==> config.mk <==
export PLATFORM = sky130hd
export DESIGN_NAME = wdog_top
export DESIGN_NICKNAME = d
export VERILOG_FILES = /design/src/rtl/wdog_pkg.sv /design/src/rtl/wdog_regs.sv /design/src/rtl/wdog_counter.sv /design/src/rtl/wdog_action.sv /design/src/rtl/wdog_top.sv
export SDC_FILE = /design/constraint.sdc
export NUM_CORES = 1
export LEC_CHECK = 0
export BUFFER_PORTS_ARGS = -buffer_cell sky130_fd_sc_hd__buf_2
export CELL_PAD_IN_SITES_DETAIL_PLACEMENT = 0
export CELL_PAD_IN_SITES_GLOBAL_PLACEMENT = 2
export CORE_MARGIN = 2
export CORE_UTILIZATION = 30
export DETAILED_ROUTE_END_ITERATION = 8
export PLACE_DENSITY_LB_ADDON = 0.25
export SLEW_MARGIN = 0
export SYNTH_ARGS = -nofsm -noshare
export SYNTH_HDL_FRONTEND = slang
export SYNTH_HIERARCHICAL = 1
export SYNTH_SLANG_ARGS = --single-unit
==> constraint.sdc <==
create_clock -name clk -period 2.5 [get_ports clk]
set_clock_uncertainty 0.2 [all_clocks]
set_input_delay 0.25 -clock clk [delete_from_list [all_inputs] [get_ports clk]]
set_output_delay 0.25 -clock clk [all_outputs]
set_load 0.005 [all_outputs]
==> src/rtl/wdog_pkg.sv <==
// Shared definitions for the watchdog: action codes, register locations and
// control bit positions. Assumes the data width is at least 16 bits.
package wdog_pkg;
    typedef enum logic [1:0] {
        ACT_RESET = 2'd0,
        ACT_NMI   = 2'd1,
        ACT_IRQ   = 2'd2,
        ACT_NONE  = 2'd3
    } wd_action_e;

    localparam logic [1:0] LOC_CTRL = 2'd0;
    localparam logic [1:0] LOC_LOAD = 2'd1;
    localparam logic [1:0] LOC_CNT  = 2'd2;
    localparam logic [1:0] LOC_SVC  = 2'd3;

    localparam int unsigned EN_BIT   = 4;
    localparam int unsigned FLAG_BIT = 15;
endpackage

==> src/rtl/wdog_regs.sv <==
// Register file: control, programmed value and the sticky flag, plus read mux.
// Produces restart (service or turn-on) and preset (value write while off).
// Assumes CNT_W >= 16 so the flag bit fits.
module wdog_regs
    import wdog_pkg::*;
#(
    parameter int unsigned CNT_W = 32
) (
    input  logic             clk,
    input  logic             rst_n,
    input  logic             por_n,
    input  logic             wr_en,
    input  logic [1:0]       addr,
    input  logic [CNT_W-1:0] wdata,
    input  logic [CNT_W-1:0] cnt,
    input  logic             flag_set,
    output logic             en,
    output wd_action_e       act,
    output logic [CNT_W-1:0] load_q,
    output logic             restart,
    output logic             preset,
    output logic [CNT_W-1:0] rdata
);
    logic flag_q;
    logic ctrl_wr;

    assign ctrl_wr = wr_en && (addr == LOC_CTRL);
    assign restart = wr_en && ((addr == LOC_SVC) || (ctrl_wr && wdata[EN_BIT] && !en));
    assign preset  = wr_en && (addr == LOC_LOAD) && !en;

    // Control fields, reset by system reset
    always_ff @(posedge clk) begin
        if (!rst_n) begin
            en  <= 1'b0;
            act <= ACT_NONE;
        end else if (ctrl_wr) begin
            en  <= wdata[EN_BIT];
            act <= wd_action_e'(wdata[1:0]);
        end
    end

    // Programmed start value
    always_ff @(posedge clk) begin
        if (!rst_n)
            load_q <= '1;
        else if (wr_en && addr == LOC_LOAD)
            load_q <= wdata;
    end

    // Sticky flag: set by reset-action expiry, cleared by power-on or write-one
    always_ff @(posedge clk) begin
        if (!por_n)
            flag_q <= 1'b0;
        else if (flag_set)
            flag_q <= 1'b1;
        else if (ctrl_wr && wdata[FLAG_BIT])
            flag_q <= 1'b0;
    end

    // Read mux
    always_comb begin
        rdata = '0;
        case (addr)
            LOC_CTRL: begin
                rdata[1:0]      = act;
                rdata[EN_BIT]   = en;
                rdata[FLAG_BIT] = flag_q;
            end
            LOC_LOAD: rdata = load_q;
            LOC_CNT:  rdata = cnt;
            default:  rdata = '0;
        endcase
    end

    AST_FLAG_SET: assert property (@(posedge clk) disable iff (!por_n)
        flag_set |=> flag_q);
    AST_FLAG_SURVIVES: assert property (@(posedge clk) disable iff (!por_n)
        (flag_q && !(ctrl_wr && wdata[FLAG_BIT])) |=> flag_q);
endmodule

==> src/rtl/wdog_counter.sv <==
// Down counter with expiry latch. Counts only while enabled, holds otherwise.
// expired stays set until a restart or until the counter is turned off.
module wdog_counter #(
    parameter int unsigned CNT_W = 32
) (
    input  logic             clk,
    input  logic             rst_n,
    input  logic             en,
    input  logic             restart,
    input  logic             preset,
    input  logic [CNT_W-1:0] load_val,
    input  logic [CNT_W-1:0] preset_val,
    output logic [CNT_W-1:0] cnt,
    output logic             expired,
    output logic             expire_hit
);
    assign expire_hit = en && (cnt == '0) && !expired && !restart;

    // Count register: reload, preset, or step down
    always_ff @(posedge clk) begin
        if (!rst_n)
            cnt <= '1;
        else if (restart)
            cnt <= load_val;
        else if (preset)
            cnt <= preset_val;
        else if (en && cnt != '0)
            cnt <= cnt - 1'b1;
    end

    // Expiry latch
    always_ff @(posedge clk) begin
        if (!rst_n)
            expired <= 1'b0;
        else if (!en || restart)
            expired <= 1'b0;
        else if (expire_hit)
            expired <= 1'b1;
    end

    AST_HOLD_OFF: assert property (@(posedge clk) disable iff (!rst_n)
        (!en && !restart && !preset) |=> $stable(cnt));
    AST_STEP_DOWN: assert property (@(posedge clk) disable iff (!rst_n)
        (en && cnt != '0 && !restart) |=> (cnt == $past(cnt) - 1'b1));
    AST_EXPIRE_AT_ZERO: assert property (@(posedge clk) disable iff (!rst_n)
        $rose(expired) |-> ($past(cnt) == '0));
    AST_RELOAD: assert property (@(posedge clk) disable iff (!rst_n)
        restart |=> (cnt == $past(load_val)));
endmodule

==> src/rtl/wdog_action.sv <==
// Expiry response: one reset pulse of RST_PULSE clocks, or an interrupt level.
// Assumes RST_PULSE >= 2.
module wdog_action
    import wdog_pkg::*;
#(
    parameter int unsigned RST_PULSE = 4
) (
    input  logic       clk,
    input  logic       rst_n,
    input  logic       en,
    input  wd_action_e act,
    input  logic       expired,
    input  logic       expire_hit,
    output logic       rst_req,
    output logic       nmi,
    output logic       irq,
    output logic       flag_set
);
    localparam int unsigned PW = $clog2(RST_PULSE + 1);
    localparam logic [PW-1:0] PULSE_LEN = PW'(RST_PULSE);

    logic [PW-1:0] pulse_q;

    // Reset pulse width counter, started once per expiry
    always_ff @(posedge clk) begin
        if (!rst_n)
            pulse_q <= '0;
        else if (expire_hit && act == ACT_RESET)
            pulse_q <= PULSE_LEN;
        else if (pulse_q != '0)
            pulse_q <= pulse_q - 1'b1;
    end

    assign rst_req  = (pulse_q != '0);
    assign nmi      = en && expired && (act == ACT_NMI);
    assign irq      = en && expired && (act == ACT_IRQ);
    assign flag_set = expire_hit && (act == ACT_RESET);

    AST_RST_WIDTH: assert property (@(posedge clk) disable iff (!rst_n)
        $rose(rst_req) |=> rst_req);
    AST_RST_FROM_EXPIRY: assert property (@(posedge clk) disable iff (!rst_n)
        $rose(rst_req) |-> $past(expire_hit));
endmodule

==> src/rtl/wdog_top.sv <==
// Watchdog top: wires registers, counter and action stage together.
// rst_n resets everything except the sticky flag, which only por_n clears.
module wdog_top
    import wdog_pkg::*;
#(
    parameter int unsigned CNT_W     = 32,
    parameter int unsigned RST_PULSE = 4
) (
    input  logic             clk,
    input  logic             rst_n,
    input  logic             por_n,
    input  logic             wr_en,
    input  logic [1:0]       addr,
    input  logic [CNT_W-1:0] wdata,
    output logic [CNT_W-1:0] rdata,
    output logic             rst_req,
    output logic             nmi,
    output logic             irq
);
    logic             en, restart, preset, expired, expire_hit, flag_set;
    wd_action_e       act;
    logic [CNT_W-1:0] load_q, cnt;

    wdog_regs #(.CNT_W(CNT_W)) u_regs (
        .clk(clk), .rst_n(rst_n), .por_n(por_n), .wr_en(wr_en), .addr(addr),
        .wdata(wdata), .cnt(cnt), .flag_set(flag_set), .en(en), .act(act),
        .load_q(load_q), .restart(restart), .preset(preset), .rdata(rdata)
    );

    wdog_counter #(.CNT_W(CNT_W)) u_cnt (
        .clk(clk), .rst_n(rst_n), .en(en), .restart(restart), .preset(preset),
        .load_val(load_q), .preset_val(wdata), .cnt(cnt), .expired(expired),
        .expire_hit(expire_hit)
    );

    wdog_action #(.RST_PULSE(RST_PULSE)) u_act (
        .clk(clk), .rst_n(rst_n), .en(en), .act(act), .expired(expired),
        .expire_hit(expire_hit), .rst_req(rst_req), .nmi(nmi), .irq(irq),
        .flag_set(flag_set)
    );
endmodule

==> summary.txt <==
CORE AREA: 15,200 um2
share of the synthesized area in the top cell type: 0.309
register area share after synthesis: 0.309
clk buf depth: 2
Fillers: 1,564
Routed Antenna Nets: 0
Hold Crit Depth: 3
Worst EP arrival: 2.50 ns
largest net degree at the start of global routing: 65
Finished Layout Cells: 909
area of the multi-input gates: 3160 um2
max incr delay on CP: 0.58 ns
Yosys reg bits: 72
Net Count, Synth: 621
initial core utilization: 0.306
synthesized area: 4660 um2
first-pass GRT wire length: 28,200 um
kind of critical path: reg -> reg
post-route total power: 3.55 mW
Post-route DRC: 0
final-report hold violation count: 0
Bufs and invs on worst path: 1
synthesis warning total: 6
dominant cell type by area after synthesis: dfxtp_1
register area: 1450 um2
Max Freq: 0.403 GHz
clock period minus worst slack: 2.48 ns
Hold Startpoint: wdata[14]
CP Cell Sequence: or4_4 > or4_4 > o31ai_4 > buf_6 > a21oi_4 > a221o_1
Die Area: 16,500 um2
crit share post-route: 0.992
Final Util: 0.425
cell mode on critical path: or4_4
Layout Nets: 762
dpl cells: 880
Leak: 2.72 nW
antenna violations before repair: 0
Die H: 129 um
# diodes: 0
top_reg_cell synth: dfxtp_1
RSZ-0062 raised after global routing: yes
vias in the first global route: 4,994
Avg Inst Size Synth: 8.10 um2
DRT iter0 DRCs: 378
Pwr Density: 550 nW/um2
grt total ovfl: 0
die width: 129 um
clock-pin slew of the registers on the worst-case setup and hold paths: 0.06 ns
maximum vdd ir drop: 0.314 mV
largest cells by area after synthesis: dfxtp_1 31%, a211o_1 6.0%, a22oi_1 4.5%
WL/cell: 20.1 um
Levels on crit path: 6
GRT Util Overall: 0.219
RD Place Congestion: 0.874
Root Driver: clkbuf_16
Clock Latency Late Sink: 0.35 ns
max capacitance violation total: 0
port bufs: 72
Synth cell types: 70
Post-synth EDFFs: 0
TritonRoute pass-1 iters: 5
CTS tree: built
WP data required: 2.52 ns
Crit Path Max Fanout: 5
crit path launch: u_cnt/cnt[29]
Crit path max-delay family: simple AND/OR/NAND/NOR gates
nature of the critical path startpoint: flop
hold worst-path end: u_regs/load_q[14]
Layout area overhead: 38.7%
io pins: 73
Slew Viols, Final: 0
Clock Sinks: 72
final setup vio count: 0
share of cells above drive strength 1: 0.336
depth of the worst register-to-register path: 6
H-tree levels: 3
dpl hpwl: 13,300 um
DR vias: 5,212
Async SR Flop Fraction: 0
CTS Buf Count: 9
Syn Inst Count: 575
reg2reg start: u_cnt/cnt[29]
worst hold path type: in -> reg
Rel. slew slack: 0.586
FP Rows: 45
Slew @ Worst Pin: 0.620 ns
CP Capture Type: flop
capturing point of the worst reg2reg path: u_cnt/cnt[10]
R2R Setup Slk: 0.02 ns
Total Wirelength: 18,300 um
Worst path slowest cell: or4_4
status: finished, final reports clean
drt via density: 5.73
worst max path at each step:
stage	to	slack [ns]
2_1_floorplan	u_cnt/cnt[15]	-0.006
3_3_place_gp	u_act/pulse_q[2]	-0.16
3_5_place_dp	u_cnt/cnt[14]	-0.14
4_1_cts	u_cnt/cnt[20]	0.002
5_1_grt	u_regs/flag_q	-0.05
6_report	u_cnt/cnt[10]	0.02
what timing repair did:
item / in CTS / in global routing
buffers inserted: 0 / 6
endpoints found under the setup margin: 27 / 25
gates cloned: 0 / 1
hold endpoints to repair: 5 / 0
gates resized for setup: 10 / 40
hold buffers: 6 / 0
pin swaps: 0 / 7
cells by family after synthesis:
kind of cell / count (synthesis) / share of synthesized area
compound gates: 186 / 0.311
xor+xnor: 10 / 0.0188
fa+ha+maj: 8 / 0.0215
buf+inv: 71 / 0.0661
flops: 72 / 0.309
mux: 2 / 0.00537
simple gates: 226 / 0.268
state kept, by name, summed over array words and instances, names as in the netlist:
register	flops
u_regs/en	1
u_cnt/cnt	32
u_act/pulse_q	3
u_regs/load_q	32
u_cnt/expired	1
u_regs/flag_q	1
u_regs/act	2
layout by cell type (no fill, tap or decap), drive strengths merged, types with 5 or more instances in the layout:
cell type / instances
inv: 18
nand2b: 6
a21oi: 17
a211o: 32
ha: 8
a31oi: 9
or3: 7
or4: 8
nand4: 5
o31ai: 8
a22oi: 28
nand3: 15
dlygate4sd3: 6
xnor2: 5
nor2b: 29
nor4: 15
nor3: 19
buf: 174
a221o: 11
dfxtp: 72
xor2: 5
o311ai: 5
and3: 32
nand2: 57
nor2: 20
clkbuf: 13
o41ai: 5
o211ai: 10
o21ai: 22
report_power, final:
part           leakage (nW)  internal [mW]  switching, mW  total (mW)
clock                 0.154          0.901          0.499        1.40
combinational          1.97          0.388          0.447       0.835
sequential            0.592           1.24         0.0776        1.32
area by class of cell:
cell class / instances / area share
inverter: 20 / 0.0116
multi-input combinational: 433 / 0.488
clock inverter: 3 / 0.0101
tap: 188 / 0.0364
sequential: 72 / 0.224
timing repair buffer: 180 / 0.191
clock buffer: 13 / 0.0387
worst reg2reg max path, cell delays in order, from the launching register on:
cell and delay [ns]:
dfxtp_1 0.31, or4_4 0.58, or4_4 0.47, o31ai_4 0.25
buf_6 0.16, a21oi_4 0.08, a221o_1 0.31
per-stage QoR:
| stage | setup WS [ns] | TNS (ns) | hold WS, ns | area (um2) |
|---|---|---|---|---|
| 6_report | 0.0196 | 0 | 0.0354 | 6460 |
| 5_1_grt | -0.0487 | -0.278 | 0.0499 | 6460 |
| 3_3_place_gp | -0.158 | -0.873 | 0.274 | 5810 |
| 3_5_place_dp | -0.142 | -1.21 | 0.283 | 5810 |
| 4_1_cts | 0.00183 | 0 | 0.0284 | 6230 |
| 2_1_floorplan | -0.00581 | -0.0342 | 0.167 | 4700 |
layer usage:
| layer | GRT usage | part of all wire | vias to the layer above |
|---|---|---|---|
| met5 | 0 | 0 | - |
| met3 | 0.0270 | 0.051 | 25 |
| met1 | 0.311 | 0.48 | 2541 |
| met2 | 0.347 | 0.45 | 149 |
| li1 | - | - | 2497 |
| met4 | 0.0684 | 0.018 | 0 |
synthesized netlist by cell type, types with 5 or more instances:
cell type / n
dfxtp_1: 72
nand2_1: 56
a211o_1: 32
and3_1: 32
clkbuf_1: 32
a22oi_1: 28
nor2b_1: 28
nor2_1: 20
o21ai_0: 20
nor3_1: 19
inv_1: 17
a21oi_1: 15
nand3_1: 15
nor4_1: 15
a221o_1: 11
o211ai_1: 10
a31oi_1: 9
buf_2: 9
ha_1: 8
o31ai_1: 7
or3_1: 7
nand2b_1: 6
or4_1: 6
nand4_1: 5
o41ai_1: 5
xnor2_1: 5
xor2_1: 5
Note: power is estimated with default switching activity, not from simulation.
